`config.mk`:
```
export PLATFORM = sky130hd
export DESIGN_NAME = uart_tx_fifo
export DESIGN_NICKNAME = d
export VERILOG_FILES = /design/src/rtl/utx_pkg.sv /design/src/rtl/utx_baud.sv /design/src/rtl/utx_fifo.sv /design/src/rtl/utx_framer.sv /design/src/rtl/uart_tx_fifo.sv
export SDC_FILE = /design/constraint.sdc
export NUM_CORES = 1
export LEC_CHECK = 0
export BUFFER_PORTS_ARGS = -buffer_cell sky130_fd_sc_hd__buf_2
export CORE_MARGIN = 5
export CORE_UTILIZATION = 55
export DETAILED_ROUTE_END_ITERATION = 8
export GPL_TIMING_DRIVEN = 0
export PLACE_DENSITY = 0.82
export SLEW_MARGIN = 10
export SYNTH_ARGS = -nofsm -noshare
export SYNTH_HDL_FRONTEND = slang
export SYNTH_SLANG_ARGS = --single-unit
```
`constraint.sdc`:
```
create_clock -name clk -period 3.51 [get_ports clk]
set_input_delay 0.5265 -clock clk [delete_from_list [all_inputs] [get_ports clk]]
set_output_delay 0.5265 -clock clk [all_outputs]
set_load 0.02 [all_outputs]
```
`src/rtl/utx_pkg.sv`:
```
package utx_pkg;

    typedef enum logic [1:0] {
        ST_IDLE  = 2'd0,
        ST_START = 2'd1,
        ST_DATA  = 2'd2,
        ST_STOP  = 2'd3
    } frame_st_e;

endpackage

```
`src/rtl/utx_baud.sv`:
```
module utx_baud #(
    parameter int DIV_W = 16
) (
    input  logic             clk,
    input  logic             rst_n,
    input  logic             run_i,
    input  logic             restart_i,
    input  logic [DIV_W-1:0] divisor_i,
    output logic             tick_o
);

    typedef struct packed {
        logic [DIV_W-1:0] cnt;
    } baud_s;

    baud_s q, d;
    logic [DIV_W-1:0] last_cnt;

    always_comb begin
        // a zero divisor behaves like one cycle per bit
        last_cnt = (divisor_i == '0) ? '0 : divisor_i - DIV_W'(1);
        tick_o   = run_i && (q.cnt == last_cnt);
        d        = q;
        if (restart_i || !run_i || tick_o) begin
            d.cnt = '0;
        end else begin
            d.cnt = q.cnt + DIV_W'(1);
        end
    end

    always_ff @(posedge clk or negedge rst_n) begin
        if (!rst_n) begin
            q <= '0;
        end else begin
            q <= d;
        end
    end

endmodule

```
`src/rtl/utx_fifo.sv`:
```
module utx_fifo #(
    parameter int DEPTH  = 16,
    parameter int DATA_W = 8,
    localparam int PTR_W = (DEPTH > 1) ? $clog2(DEPTH) : 1,
    localparam int CNT_W = $clog2(DEPTH + 1)
) (
    input  logic              clk,
    input  logic              rst_n,
    input  logic              push_i,
    input  logic [DATA_W-1:0] din_i,
    input  logic              pop_i,
    output logic [DATA_W-1:0] head_o,
    output logic [CNT_W-1:0]  count_o
);

    typedef struct packed {
        logic [PTR_W-1:0] wp;
        logic [PTR_W-1:0] rp;
        logic [CNT_W-1:0] cnt;
    } fifo_s;

    fifo_s q, d;
    logic [DATA_W-1:0] mem [DEPTH];

    function automatic logic [PTR_W-1:0] bump(input logic [PTR_W-1:0] p);
        return (p == PTR_W'(DEPTH - 1)) ? '0 : p + PTR_W'(1);
    endfunction

    always_comb begin
        d = q;
        if (push_i) begin
            d.wp = bump(q.wp);
        end
        if (pop_i) begin
            d.rp = bump(q.rp);
        end
        case ({push_i, pop_i})
            2'b10:   d.cnt = q.cnt + CNT_W'(1);
            2'b01:   d.cnt = q.cnt - CNT_W'(1);
            default: d.cnt = q.cnt;
        endcase
    end

    always_ff @(posedge clk or negedge rst_n) begin
        if (!rst_n) begin
            q <= '0;
        end else begin
            q <= d;
        end
    end

    always_ff @(posedge clk) begin
        if (push_i) begin
            mem[q.wp] <= din_i;
        end
    end

    assign head_o  = mem[q.rp];
    assign count_o = q.cnt;

endmodule

```
`src/rtl/utx_framer.sv`:
```
module utx_framer
    import utx_pkg::*;
#(
    parameter int DATA_W = 8,
    localparam int IDX_W = $clog2(DATA_W)
) (
    input  logic              clk,
    input  logic              rst_n,
    input  logic              tick_i,
    input  logic              avail_i,
    input  logic [DATA_W-1:0] head_i,
    input  logic              wide_i,
    output logic              pop_o,
    output logic              busy_o,
    output logic              stop_done_o,
    output logic              tx_o
);

    typedef struct packed {
        frame_st_e         st;
        logic [DATA_W-1:0] sh;
        logic [IDX_W-1:0]  idx;
        logic              wide;
    } frame_s;

    frame_s q, d;
    logic [IDX_W-1:0] last_idx;

    always_comb begin
        d           = q;
        pop_o       = 1'b0;
        stop_done_o = 1'b0;
        // full-width frames stop after bit DATA_W-1, short ones one bit earlier
        last_idx    = q.wide ? IDX_W'(DATA_W - 1) : IDX_W'(DATA_W - 2);
        case (q.st)
            ST_IDLE: begin
                if (avail_i) begin
                    pop_o  = 1'b1;
                    d.st   = ST_START;
                    d.sh   = head_i;
                    d.wide = wide_i;
                    d.idx  = '0;
                end
            end
            ST_START: begin
                if (tick_i) begin
                    d.st  = ST_DATA;
                    d.idx = '0;
                end
            end
            ST_DATA: begin
                if (tick_i) begin
                    d.sh = q.sh >> 1;
                    if (q.idx == last_idx) begin
                        d.st = ST_STOP;
                    end else begin
                        d.idx = q.idx + IDX_W'(1);
                    end
                end
            end
            ST_STOP: begin
                if (tick_i) begin
                    stop_done_o = 1'b1;
                    if (avail_i) begin
                        pop_o  = 1'b1;
                        d.st   = ST_START;
                        d.sh   = head_i;
                        d.wide = wide_i;
                        d.idx  = '0;
                    end else begin
                        d.st = ST_IDLE;
                    end
                end
            end
            default: d.st = ST_IDLE;
        endcase
    end

    always_ff @(posedge clk or negedge rst_n) begin
        if (!rst_n) begin
            q <= '{st: ST_IDLE, sh: '0, idx: '0, wide: 1'b0};
        end else begin
            q <= d;
        end
    end

    always_comb begin
        case (q.st)
            ST_START: tx_o = 1'b0;
            ST_DATA:  tx_o = q.sh[0];
            default:  tx_o = 1'b1;
        endcase
    end

    assign busy_o = (q.st != ST_IDLE);

endmodule

```
`src/rtl/uart_tx_fifo.sv`:
```
module uart_tx_fifo #(
    parameter int DEPTH  = 16,
    parameter int DATA_W = 8,
    parameter int DIV_W  = 16
) (
    input  logic              clk,
    input  logic              rst_n,
    input  logic              wr_en,
    input  logic [DATA_W-1:0] wr_data,
    input  logic [DIV_W-1:0]  divisor,
    input  logic              len8,
    input  logic              buf_irq_en,
    input  logic              shf_irq_en,
    output logic              tx_line,
    output logic              buf_empty,
    output logic              shf_empty,
    output logic              overflow,
    output logic              irq,
    output logic [1:0]        irq_cause
);

    localparam int CNT_W = $clog2(DEPTH + 1);

    typedef struct packed {
        logic buf_empty;
        logic shf_empty;
        logic ovf;
    } flags_s;

    flags_s q, d;

    logic [CNT_W-1:0]  fifo_cnt;
    logic [DATA_W-1:0] fifo_head;
    logic              fifo_full;
    logic              push_ok;
    logic              pop;
    logic              busy;
    logic              tick;
    logic              stop_done;

    assign fifo_full = (fifo_cnt == CNT_W'(DEPTH));
    assign push_ok   = wr_en && !fifo_full;

    utx_fifo #(
        .DEPTH  (DEPTH),
        .DATA_W (DATA_W)
    ) u_fifo (
        .clk     (clk),
        .rst_n   (rst_n),
        .push_i  (push_ok),
        .din_i   (wr_data),
        .pop_i   (pop),
        .head_o  (fifo_head),
        .count_o (fifo_cnt)
    );

    utx_baud #(
        .DIV_W (DIV_W)
    ) u_baud (
        .clk       (clk),
        .rst_n     (rst_n),
        .run_i     (busy),
        .restart_i (pop),
        .divisor_i (divisor),
        .tick_o    (tick)
    );

    utx_framer #(
        .DATA_W (DATA_W)
    ) u_framer (
        .clk         (clk),
        .rst_n       (rst_n),
        .tick_i      (tick),
        .avail_i     (fifo_cnt != '0),
        .head_i      (fifo_head),
        .wide_i      (len8),
        .pop_o       (pop),
        .busy_o      (busy),
        .stop_done_o (stop_done),
        .tx_o        (tx_line)
    );

    always_comb begin
        d = q;
        if (wr_en && fifo_full) begin
            d.ovf = 1'b1;
        end
        // stop-bit end: queue empty, or its last byte moves into the shifter
        if (stop_done && (fifo_cnt <= CNT_W'(1))) begin
            d.buf_empty = 1'b1;
        end
        if (push_ok) begin
            d.buf_empty = 1'b0;
        end
        if (pop) begin
            d.shf_empty = 1'b0;
        end else if (stop_done) begin
            d.shf_empty = 1'b1;
        end
    end

    always_ff @(posedge clk or negedge rst_n) begin
        if (!rst_n) begin
            q <= '{buf_empty: 1'b1, shf_empty: 1'b1, ovf: 1'b0};
        end else begin
            q <= d;
        end
    end

    assign buf_empty    = q.buf_empty;
    assign shf_empty    = q.shf_empty;
    assign overflow     = q.ovf;
    assign irq_cause[0] = q.buf_empty && buf_irq_en;
    assign irq_cause[1] = q.shf_empty && shf_irq_en;
    assign irq          = |irq_cause;

endmodule

```
# After elaboration in Yosys (flattened, before gate mapping)

Memories as Yosys holds them, arrays and structs flattened.
Cells that the tools add are included.

Add/subtract/negate cells: 7
Reductions and logical operators: 24
Multiplexer cells: 31
Equal/unequal tests: 17
$lt $le $gt $ge: 1

Operators by type and width:

| operator                                                              | count |
|---|---|
| 16-bit 2-to-1 mux                                                     | 2 |
| 14-bit 2-to-1 mux                                                     | 2 |
| 8-bit case mux with 3 select lines                                    | 1 |
| 16-bit by 1-bit adder with 16-bit output (second input constant)      | 1 |
| 16-bit == test                                                        | 1 |
| 16-bit zero test                                                      | 1 |
| 16-bit by 1-bit subtractor with 16-bit output (second input constant) | 1 |
| 13-bit 2-to-1 mux                                                     | 1 |
| 1-bit 2-to-1 mux                                                      | 12 |
| 12-bit 2-to-1 mux                                                     | 1 |
| 3-bit case mux with 4 select lines                                    | 1 |
| 5-bit case mux with 2 select lines                                    | 1 |
| 5-bit AND reduction                                                   | 2 |
| 2-bit nonzero test                                                    | 5 |
| 4-bit by 1-bit adder with 4-bit output (second input constant)        | 2 |
| 4-bit == test (second input constant)                                 | 2 |
| 4-bit 2-to-1 mux                                                      | 2 |
| 2-bit != test (second input constant)                                 | 4 |
| 2-bit case mux with 4 select lines                                    | 1 |
| 2-bit == test (second input constant)                                 | 3 |
| 1-bit logical AND                                                     | 6 |
| 3-bit 2-to-1 mux                                                      | 2 |
| 2-bit by 1-bit != test with 1-bit output (second input constant)      | 3 |
| 1-bit case mux with 2 select lines                                    | 3 |
| other kinds (16)                                                      | 20 |

Flip-flop bits (word level): 46
Memories kept: 1
RAM bits: 128
Word-level logic and storage cells: 92

Memories:

| memory     | words | bits a word | rd ports | clocked after memory_dff | wr ports | line           | source |
|---|---|---|---|---|---|---|---|
| u_fifo.mem | 16    | 8           | 1        | 0                        | 1        | utx_fifo.sv:23 | `logic [DATA_W-1:0] mem [DEPTH];` |

# Depth between registers and ports, before layout

Gate-level depths: netlist of run 1.

Word-level depth: 9
Gate-level depth with buffers: 16
Depth with buffers taken out: 14

# Modules after synthesis

From an unflattened synthesis of run 1, not the netlist that was laid out.

Cells, all modules: 655
Area, all modules: 8684.6 sq um

Modules (own cells, without submodules):

| module       | sequential area each (sq um) | cells an instance | area an instance (sq um) | times used |
|---|---|---|---|---|
| utx_fifo     | 4169.0                       | 304               | 5798.1                   | 1 |
| utx_baud     | 400.4                        | 242               | 1835.5                   | 1 |
| utx_framer   | 350.3                        | 90                | 874.6                    | 1 |
| uart_tx_fifo | 77.6                         | 19                | 176.4                    | 1 |

# Worst setup path after synthesis of run 1

Ideal clock, no wire load.

Path type: input to register
Start point: input port divisor[1]
End point: register u_fifo.q, in the netlist u_fifo.count_o[2]
Stages on the path: 13
Data arrival time: 4.029 ns
Slack: -0.645 ns
Setup time: 0.126 ns
Data required time: 3.384 ns
Path through: or4_1 -> buf_2 -> or4_4 -> o41a_1 -> a2111oi_2 -> nand3_1 -> or4_1 -> buf_2 -> o31ai_4 -> ha_1 -> mux2i_1 -> nor2_1 -> xor2_1

Longest elaborated chain between the ends: 8
Elaborated cells on any way between the ends: 11

RTL lines:

| item                                                                                     | line               | source |
|---|---|---|
| from (decl)                                                                              | uart_tx_fifo.sv:10 | `input logic [DIV_W-1:0] divisor,` |
| 16-bit by 1-bit subtractor with 16-bit output / 16-bit zero test (equally long branches) | utx_baud.sv:21     | `last_cnt = (divisor_i == '0) ? '0 : divisor_i - DIV_W'(1);` |
| 16-bit 2-to-1 mux *                                                                      | utx_baud.sv:21     |  |
| 16-bit == test *                                                                         | utx_baud.sv:22     | `tick_o = run_i && (q.cnt == last_cnt);` |
| 1-bit logical AND *                                                                      | utx_baud.sv:22     |  |
| 1-bit 2-to-1 mux *                                                                       | utx_framer.sv:62   | `if (tick_i) begin` |
| 1-bit case mux with 2 select lines *                                                     | utx_framer.sv:35   | `case (q.st)` |
| named net pop                                                                            | uart_tx_fifo.sv:36 | `logic pop;` |
| 2-bit by 1-bit == test with 1-bit output / 2-bit == test (equally long branches)         | utx_fifo.sv:37     | `case ({push_i, pop_i})` |
| 5-bit case mux with 2 select lines / 2-bit nonzero test (equally long branches)          | --                 |  |
| to (signal assigned)                                                                     | utx_fifo.sv:46     | `q <= '0;` |
| to (signal assigned)                                                                     | utx_fifo.sv:48     | `q <= d;` |
| to (decl)                                                                                | utx_fifo.sv:22     | `fifo_s q, d;` |

Mark *: on every way through the listed nets, which the timed path passes. The rest lies on a longest branch.
A chain may end at the register's enable or synchronous reset.

# Worst setup path after layout of run 1

Start point: input port divisor[7]
End point: register u_fifo.q, in the netlist u_fifo.count_o[2]

The elaborated chain is that of the path after synthesis.

==> metrics.yaml, run 1 <==
status: "finished with violations"
violations: "setup timing"
leakagePower_nw: 3.465
wire_per_inst_um: 21.50
synthCells: 585
synth_edf_count: 128
grtUsageTotal_pct: 21.41
synth_top_area_share_pct: 46.62
most-common-layout-cells: "edfxtp_1, dfrtp_1, mux4_2"
synth_seq_area_share_pct: 60.62
max_slew_margin_pct: 31.06
die_height_um: 132.4
synth.area.top_cells: "edfxtp_1, dfrtp_1, mux4_2"
power.density_mw_per_mm2: 722.0
initial_core_util_pct: 56.30
nNetsFinal: 700
timing.final.ws_setup_ns: -0.1938
gr-total-overflow: 0
cp.arrival_ns: 4.02
numCtsBuffers: 17
syn_area_per_cell_um2: 14.09
finalSetupViolations: 17
cts_root_buf: "clkbuf_16"
rows: 44
syn_area_mm2: 0.008244
vias: 5377
rsz0062_at_grt: "true"
tns_ns: -1.475
peakVddDrop_mv: 0.5225
drtPass1Iterations: 5
critPathKind: "in -> reg"
whs_ns: 0.2672
antenna_found_initial: 0
clockBufferDepth: 2
fp.dieArea_mm2: 0.01754
coreArea_mm2: 0.01464
async_reset_ff_share_pct: 26.44
ys_types: 60
slew_violations: 0
cts.sinks: 174
pin_count: 37
finalCriticalPeriod_ns: 3.704
grt_start_max_net_pins: 47
finalCritPeriodShare_pct: 105.5
vias_per_cell: 6.311
syn_nets: 631
totalWireLength_mm: 18.32
rrSetupSlack_ns: 0.20
fmax_mhz: 270.0
layout_commonest_cell: "edfxtp_1"
htree_levels: 4
post-dp-hpwl_mm: 11.96
synth_ff_type: "edfxtp_1"
port_buffers: 36
finClkSkew_ns: 0.009751
drv_cap: 0
cts_tree: "yes"
end_kind: "flop"
postCtsHoldBufs: 0
drt_iter0_drc: 380
timing_hold_violations_final: 0
die_w_um: 132.4
yosysWarningCount: 0
finalCoreUtilization_pct: 65.85
layout-drive-gt1-share_pct: 25.94
worstPathMaxFanout: 5
synth_largest_area_cell: "edfxtp_1"
crit_required_ns: 3.82
area_delta_synth_final_pct: 16.97
clkLatencyLatePin_ns: 0.44
grt_pass1_vias: 5388
path_clk_slew_ns: 0.07
gp_congestion: 0.8481
ant_nets: 0
ys_ff_latch: 174
worstHoldPathType: "in -> async"
grt_pass1_wl_mm: 29.31
worstSetupStartpointType: "input port"
worstMarginPinSlew_ns: 1.026
drc: 0
[through the flow]
| stage | worst slack, ns | area [um2] | power (mW) | cells |
|---|---|---|---|---|
| after global placement | -0.9115 | 8696 | 4.774 | 805 |
| after global routing | -0.3122 | 9641 | 7.315 | 851 |
| final | -0.1938 | 9643 | 6.962 | 852 |
| after CTS | -0.1061 | 9439 | 6.838 | 844 |
| after floorplan | -0.5055 | 8285 | 4.324 | 585 |
| after detailed placement | -1.047 | 8696 | 4.894 | 805 |
[flip-flops by register name, summed over array words and instances (netlist names)]
signal and count:
shf_empty 1, buf_empty 1, u_baud.q 16, u_fifo.mem 128, overflow 1, u_fifo.count_o 5
u_framer.q 14, u_fifo.q 8
[routing by layer]
layer  track usage, %  share of wire [%]
met4            7.217                2.0
met2            37.07                 53
met5                0                  0
met3            4.594                6.2
met1            26.97                 39
[repair_timing]
item | CTS | global route
setup endpoints to repair | 40 | 34
setup buffers | 10 | 10
pin swaps | 12 | 16
resized for setup | 14 | 30
[power breakdown]
group	switching [mW]	internal, mW	total [mW]
registers	0.187	2.51	2.70
clock network	0.927	0.982	1.91
logic	1.28	1.07	2.35
total	2.39	4.57	6.96
[path summary, 6_finish.rpt]
kind | start | to | depth (start not counted)
worst max-delay path | divisor[7] | u_fifo.count_o[2] | 13
worst min-delay path | rst_n | u_fifo.count_o[0] | 1
worst max register to register | u_baud.q[12] | u_fifo.count_o[2] | 10
worst min register to register | overflow | overflow | 1
max in group asynchronous | rst_n | u_fifo.q[7] | 1
min in group clk | len8 | u_framer.q[0] | 2
[worst max-delay path, stage by stage]
cell and delay (ns):
buf_8 0.10, or4_4 0.55, or4_4 0.52, buf_6 0.14, and3_4 0.16, a2111oi_4 0.30, nand3_1 0.12, or4_4 0.58
o31ai_4 0.40, ha_4 0.24, mux2i_1 0.19, nor2_1 0.07, xor2_1 0.13
[synth_stat cells, types with 3 or more instances]
cell type and count:
a21oi_1 14, a31oi_1 4, and2_1 19, and3_1 8, buf_1 3, clkbuf_1 23
dfrtp_1 44, edfxtp_1 128, ha_1 16, inv_1 19, mux2_2 10, mux2i_1 3
mux4_2 40, nand2_1 39, nand2b_1 3, nand3_1 22, nand4_1 6, nand4b_1 3
nor2_1 29, nor3_1 24, nor3b_1 6, nor4_1 12, o21a_1 3, o21ai_0 11
o31ai_1 3, or2_2 4, or3_1 3, or4_1 11, xnor2_1 22, xor2_1 15
[cell families after synthesis]
logic type	after synthesis	synth area share (%)
XOR/XNOR	37	3.931
flip-flops	174	60.62
AND/OR/NAND/NOR	194	12.54
multiplexers	54	12.79
buffers and inverters	47	2.170
adder cells (fa/ha/maj)	16	2.428
AO/OA/AOI/OAI	63	5.524
[final cells by class]
| type | instances | area [um2] |
|---|---|---|
| inverters | 19 | 71.32 |
| clock buffers | 17 | 425.4 |
| diodes | 1 | 2.502 |
| flip-flops and latches | 174 | 4997 |
| clock inverters | 15 | 205.2 |
| repair buffers | 55 | 396.6 |
| multi-input cells | 364 | 3221 |
| fillers | 976 | 5001 |
| well taps | 184 | 230.2 |
| plain buffers | 23 | 93.84 |
Power figures use the tool's default switching activity.
==> run 2: changes to the inputs <==
--- a/config.mk
+++ b/config.mk
@@ -11,7 +11,9 @@
 export DETAILED_ROUTE_END_ITERATION = 8
 export GPL_TIMING_DRIVEN = 0
 export PLACE_DENSITY = 0.82
+export SETUP_SLACK_MARGIN = 0.3
 export SLEW_MARGIN = 10
 export SYNTH_ARGS = -nofsm -noshare
 export SYNTH_HDL_FRONTEND = slang
+export SYNTH_HIERARCHICAL = 1
 export SYNTH_SLANG_ARGS = --single-unit
==> run 2 against run 1 <==
  * The flow still finishes with violations (setup timing)
  * Flip-flop and latch count stayed put
  * Non-clock buffer count is 32 higher
  * Die area is 4.9% higher
  * Clock power hardly changed
  * Register-to-register slack worse by 0.47 ns
  * Combinational power is 34% higher
  * Worst hold slack worse by 0.15 ns
  * Largest cell class unchanged
==> metrics.yaml, run 2 <==
synth_xor_area_share_pct: 3.602
grtUsageTotal_pct: 23.76
critPathKind: "in -> reg"
gp_congestion: 0.9018
postCtsHoldBufs: 0
die_w_um: 135.7
final_cells: 974
fp.dieArea_mm2: 0.01840
numCtsBuffers: 17
drt_iter0_drc: 621
status: "finished with violations"
timing.final.ws_setup_ns: -0.5395
finalCriticalPeriod_ns: 4.049
synthCells: 655
totalWireLength_mm: 21.55
cts_tree: "yes"
top_register: "u_fifo/mem"
critPathBufInv: 3
initial_core_util_pct: 55.27
slew_violations: 0
synth_top_area_share_pct: 44.26
layout_commonest_cell: "edfxtp_1"
rows: 46
muxShareOfSynthArea_pct: 10.83
synth_common_cells: "edfxtp_1, nor2_1, nand2_1, dfrtp_1"
finalSetupViolations: 25
final-seq-area_mm2: 0.004997
port_buffers: 30
timing_hold_violations_final: 0
crit_slowest_cell: "or4_4"
coreArea_mm2: 0.01571
vias_per_cell: 6.301
yosysWarningCount: 6
leakagePower_nw: 4.014
cp.arrival_ns: 4.36
wire_per_inst_um: 22.12
most-common-layout-cells: "edfxtp_1, nor2_1, dfrtp_1"
finalCritPeriodShare_pct: 115.4
worstSetupStartpointType: "input port"
grt_start_max_net_pins: 47
grt_pass1_vias: 6012
worstMarginPinSlew_ns: 0.9183
ys_types: 77
worstHoldPathType: "in -> async"
htree_levels: 4
power.density_mw_per_mm2: 741.5
fillers: 1038
drtPass1Iterations: 7
dp_slack_ns: -1.610
dp_cells: 901
antenna_found_initial: 0
largest_reg_flops: 128
worstPathMaxFanout: 6
clkLatencyLatePin_ns: 0.43
synth_ff_type: "edfxtp_1"
synth.most_common_cell: "edfxtp_1"
violations: "setup timing"
fmax_mhz: 246.9
finalCoreUtilization_pct: 67.53
syn_nets: 703
peakVddDrop_mv: 0.4251
synth_edf_count: 128
path_delay_family: "simple AND/OR/NAND/NOR gates"
path_cells: "buf_8, or4_4, buf_6, or3_1, o21ai_1, xor2_1, nor2_1, o211ai_1, nor3_4, and2_4, nor2_4, nor3b_4, ha_2, buf_6, xor2_2, ha_4, nor3_2, o21ai_1, a31oi_2, xor2_1"
synthAdderAreaFrac_pct: 2.593
synth_compound_area_share_pct: 7.953
synth_top_family_by_area: "simple AND/OR/NAND/NOR gates"
drc: 0
rsz0062_at_grt: "true"
post-dp-hpwl_mm: 13.25
gr-total-overflow: 0
syn_area_mm2: 0.008685
ant_nets: 0
synth.area.top_cells: "edfxtp_1, dfrtp_1, mux4_2"
finClkSkew_ns: 0.009275
largestRegisters: "u_fifo/mem (128), u_baud/q (16), u_framer/q (14)"
clockBufferDepth: 2
syn_area_per_cell_um2: 13.26
crit_required_ns: 3.82
drv_cap: 0
cts.sinks: 174
cp_slowest_stage_delay_ns: 0.52
die_height_um: 135.7
multiInputGateArea_mm2: 0.003710
max_slew_margin_pct: 38.56
grt_pass1_wl_mm: 32.80
cts_root_buf: "clkbuf_16"
vias: 6137
async_reset_ff_share_pct: 26.44
n_antenna_cell: 0
path_clk_slew_ns: 0.07
layout-drive-gt1-share_pct: 31.13
area_delta_synth_final_pct: 22.17
whs_ns: 0.1134
end_kind: "flop"
nNetsFinal: 793
synth_seq_area_share_pct: 57.54
synth_largest_area_cell: "edfxtp_1"
pin_count: 37
ys_ff_latch: 174
synth-simple-area-share_pct: 13.63
-- run 2: cell types whose count changed in the layout (fill, tap and decap cells not counted), moves of 8 or more --
cell	previous run	this run
a22oi_1	1	16
buf_4	11	35
buf_6	8	20
clkbuf_1	19	9
mux2i_1	3	11
mux4_1	0	12
mux4_2	40	20
nand2_1	39	27
nand2_2	0	16
nor2_1	25	51
nor3_1	24	6
-- run 2: repair_timing --
item,CTS,global route
pin swaps,15,33
gates resized for setup,45,58
cloned,1,0
setup buffers,31,9
setup endpoints to repair,38,33
-- run 2: worst register-to-register path, delay by kind of cell (launching register included) --
family                     cells  cell delay, ns
adders and majority gates      2            0.43
and+or+nand+nor                6            1.18
AOI/OAI and AO/OA              4            0.93
buffers and inverters          1            0.11
DFF                            1            0.48
xor gates and xnor gates       3            0.53
-- run 2: cell type report --
class | count | area share [%]
Buffer | 39 | 3.514
Clock buffer | 17 | 4.009
Clock inverter | 15 | 1.863
Inverter | 20 | 0.7075
Multi-Input combinational cell | 422 | 34.96
Sequential cell | 174 | 47.10
Tap cell | 216 | 2.547
Timing Repair Buffer | 71 | 5.295
-- run 2: kinds of logic after synthesis --
| logic type | Yosys count |
|---|---|
| AND/OR/NAND/NOR | 223 |
| flip-flops | 174 |
| AO/OA/AOI/OAI | 98 |
| buffers and inverters | 59 |
| multiplexers | 49 |
| XOR/XNOR | 34 |
| adder cells (fa/ha/maj) | 18 |
-- run 2: through the flow --
step	power, mW	cell area [um2]	setup TNS (ns)
2_1_floorplan	4.669	8837	-3.002
3_3_place_gp	5.171	9258	-24.42
3_5_place_dp	5.314	9258	-27.54
4_1_cts	7.622	10330	-1.907
5_1_grt	8.235	10610	-7.072
6_report	7.868	10610	-5.597
-- run 2: report_power, final --
group | internal, mW | leakage [nW] | switching (mW)
clock | 1.03 | 0.302 | 0.890
combinational | 1.49 | 1.98 | 1.66
sequential | 2.54 | 1.73 | 0.255
-- run 2: path summary, 6_finish.rpt --
kind / end / slack [ns] / from / cells after the start
setup / recovery: u_fifo/count_o[4] / -0.54 / divisor[5] / 20
hold / removal: u_baud/q[5] / 0.11 / rst_n / 1
setup reg to reg: u_fifo/count_o[4] / -0.27 / u_baud/q[5] / 16
hold reg to reg: u_fifo/count_o[4] / 0.47 / u_fifo/count_o[4] / 1
max in group asynchronous: u_framer/q[5] / 2.97 / rst_n / 1
min in group clk: buf_empty / 0.32 / wr_en / 2
-- run 2: metal layers --
layer	vias to the layer above	track usage [%]	share of wire, %
met1	3086	32.30	41
met5	-	0	0
met4	0	7.839	2.5
li1	2675	-	-
met2	328	38.58	49
met3	48	5.052	7.9
==> run 3: changes to the inputs <==
--- a/config.mk
+++ b/config.mk
@@ -9,7 +9,6 @@
 export CORE_MARGIN = 5
 export CORE_UTILIZATION = 55
 export DETAILED_ROUTE_END_ITERATION = 8
-export GPL_TIMING_DRIVEN = 0
 export PLACE_DENSITY = 0.82
 export SETUP_SLACK_MARGIN = 0.3
 export SLEW_MARGIN = 10
==> run 3 against run 2 <==
  * The run still ends with setup timing left
  * Final cell count rose by 1.2%
  * Cell area down 1.5%
  * Critical path type unchanged
  * Clock-buffer cell count unchanged
==> metrics.yaml, run 3 (same netlist as run 2, synthesis figures left out) <==
status: "finished with violations"
violations: "setup timing"
die_w_um: 135.7
vias: 5969
grt_pass1_wl_mm: 32.35
finalCriticalPeriod_ns: 3.747
grt_start_max_net_pins: 26
htree_levels: 4
drc: 0
rr_worst_depth: 15
gr-total-overflow: 0
finalCritPeriodShare_pct: 106.8
p_total_mw: 7.338
worstPathMaxFanout: 8
peakVddDrop_mv: 0.4555
largest_reg_flops: 128
fmax_mhz: 266.9
drtPass1Iterations: 5
port_buffers: 36
grt_use_met3_pct: 5.126
crit_required_ns: 3.86
cts_root_buf: "clkbuf_16"
layout_commonest_cell: "edfxtp_1"
post-dp-hpwl_mm: 13.97
leakagePower_nw: 4.016
area_delta_synth_final_pct: 20.37
fp.dieArea_mm2: 0.01840
r2r-end: "u_fifo/count_o[4]"
slew_violations: 0
finalSetupViolations: 4
grt_pass1_vias: 5950
antenna_found_initial: 0
most-common-layout-cells: "edfxtp_1, buf_4, nor2_1"
final_cells: 986
grtUsageTotal_pct: 23.24
totalWireLength_mm: 20.92
timing.final.ws_setup_ns: -0.2374
groute.layer.met2.usage_pct: 39.30
layout-drive-gt1-share_pct: 30.78
max_slew_margin_pct: 39.52
pin_count: 37
numCtsBuffers: 17
grt.busiest_layer: "met2"
dp_slack_ns: -0.8403
initial_core_util_pct: 55.27
dp_cells: 943
finClkSkew_ns: 0.006999
end_kind: "flop"
drt_iter0_drc: 604
worstSetupStartpointType: "input port"
ant_nets: 0
postCtsHoldBufs: 0
nNetsFinal: 805
top_register: "u_fifo/mem"
largestRegisters: "u_fifo/mem (128), u_baud/q (16), u_framer/q (14)"
rsz0062_at_grt: "true"
timing_hold_violations_final: 0
power.density_mw_per_mm2: 701.9
gr-usage-met1_pct: 30.85
coreArea_mm2: 0.01571
rr_startpoint: "u_baud/q[5]"
n_antenna_cell: 0
clkLatencyLatePin_ns: 0.42
path_clk_slew_ns: 0.07
die_height_um: 135.7
clockBufferDepth: 2
critPathKind: "in -> reg"
fillers: 1064
cts_tree: "yes"
wire_per_inst_um: 21.21
drv_cap: 0
gp_congestion: 0.9264
vias_per_cell: 6.054
rows: 46
worstMarginPinSlew_ns: 0.9038
cp.arrival_ns: 4.10
worstHoldPathType: "in -> async"
rrSetupSlack_ns: 0.02
cts.sinks: 174
## run 3: layout make-up
| type | count | area, um2 | share of cell area (%) |
|---|---|---|---|
| Timing Repair Buffer | 122 | 935.9 | 8.953 |
| Sequential cell | 174 | 4999 | 47.82 |
| Inverter | 20 | 75.07 | 0.7181 |
| Clock buffer | 17 | 425.4 | 4.069 |
| Tap cell | 216 | 270.3 | 2.585 |
| Multi-Input combinational cell | 422 | 3595 | 34.39 |
| Clock inverter | 15 | 153.9 | 1.472 |
## run 3: through the flow
stage / instance area (um2) / setup TNS (ns) / hold slack [ns] / util [%]
2_1_floorplan: 8837 / -3.002 / 0.2309 / -
3_3_place_gp: 9589 / -3.233 / 0.4654 / 61.03
3_5_place_dp: 9589 / -6.655 / 0.4758 / 61.03
4_1_cts: 10290 / -0.1755 / 0.1059 / 65.48
5_1_grt: 10450 / -1.039 / 0.1369 / 66.53
6_report: 10450 / -0.5698 / 0.1025 / 66.53
## run 3: worst max-delay path: stages
cell	delay [ns]
buf_2	0.12
or4_4	0.60
or4_4	0.47
xor3_1	0.21
a32o_2	0.17
a22oi_2	0.11
nor3_4	0.22
and2_4	0.19
nor2_4	0.04
nor3b_4	0.27
ha_4	0.21
xor2_1	0.16
ha_2	0.23
nand4b_1	0.15
a31oi_2	0.27
xor2_1	0.16
## run 3: repair_timing
action	4_1_cts	5_1_grt
hold endpoints to repair	0	0
setup endpoints to repair	23	28
resized for setup	20	20
pin swaps	10	8
gates cloned	0	1
buffers inserted	6	4
## run 3: worst max-delay path by stage
stage / start / end / slack [ns]
CTS: divisor[9] / u_fifo/count_o[4] / -0.08
global placement: divisor[6] / u_fifo/count_o[4] / -0.58
finish: divisor[3] / u_fifo/count_o[4] / -0.24
floorplan: divisor[3] / u_fifo/count_o[4] / -0.67
detailed placement: divisor[6] / u_fifo/count_o[3] / -0.84
global route: divisor[9] / u_fifo/count_o[4] / -0.33
## run 3: routing by layer
metal | wire length (um) | share of wire [%]
met1 | 8610 | 41
met2 | 10570 | 51
met3 | 1375 | 6.6
met4 | 357 | 1.7
met5 | 0 | 0
## run 3: where the power goes
part	total (mW)	switching (mW)	leakage, nW	internal (mW)
sequential	2.90	0.362	1.73	2.54
combinational	2.65	1.38	2.01	1.27
clock	1.79	0.847	0.274	0.942
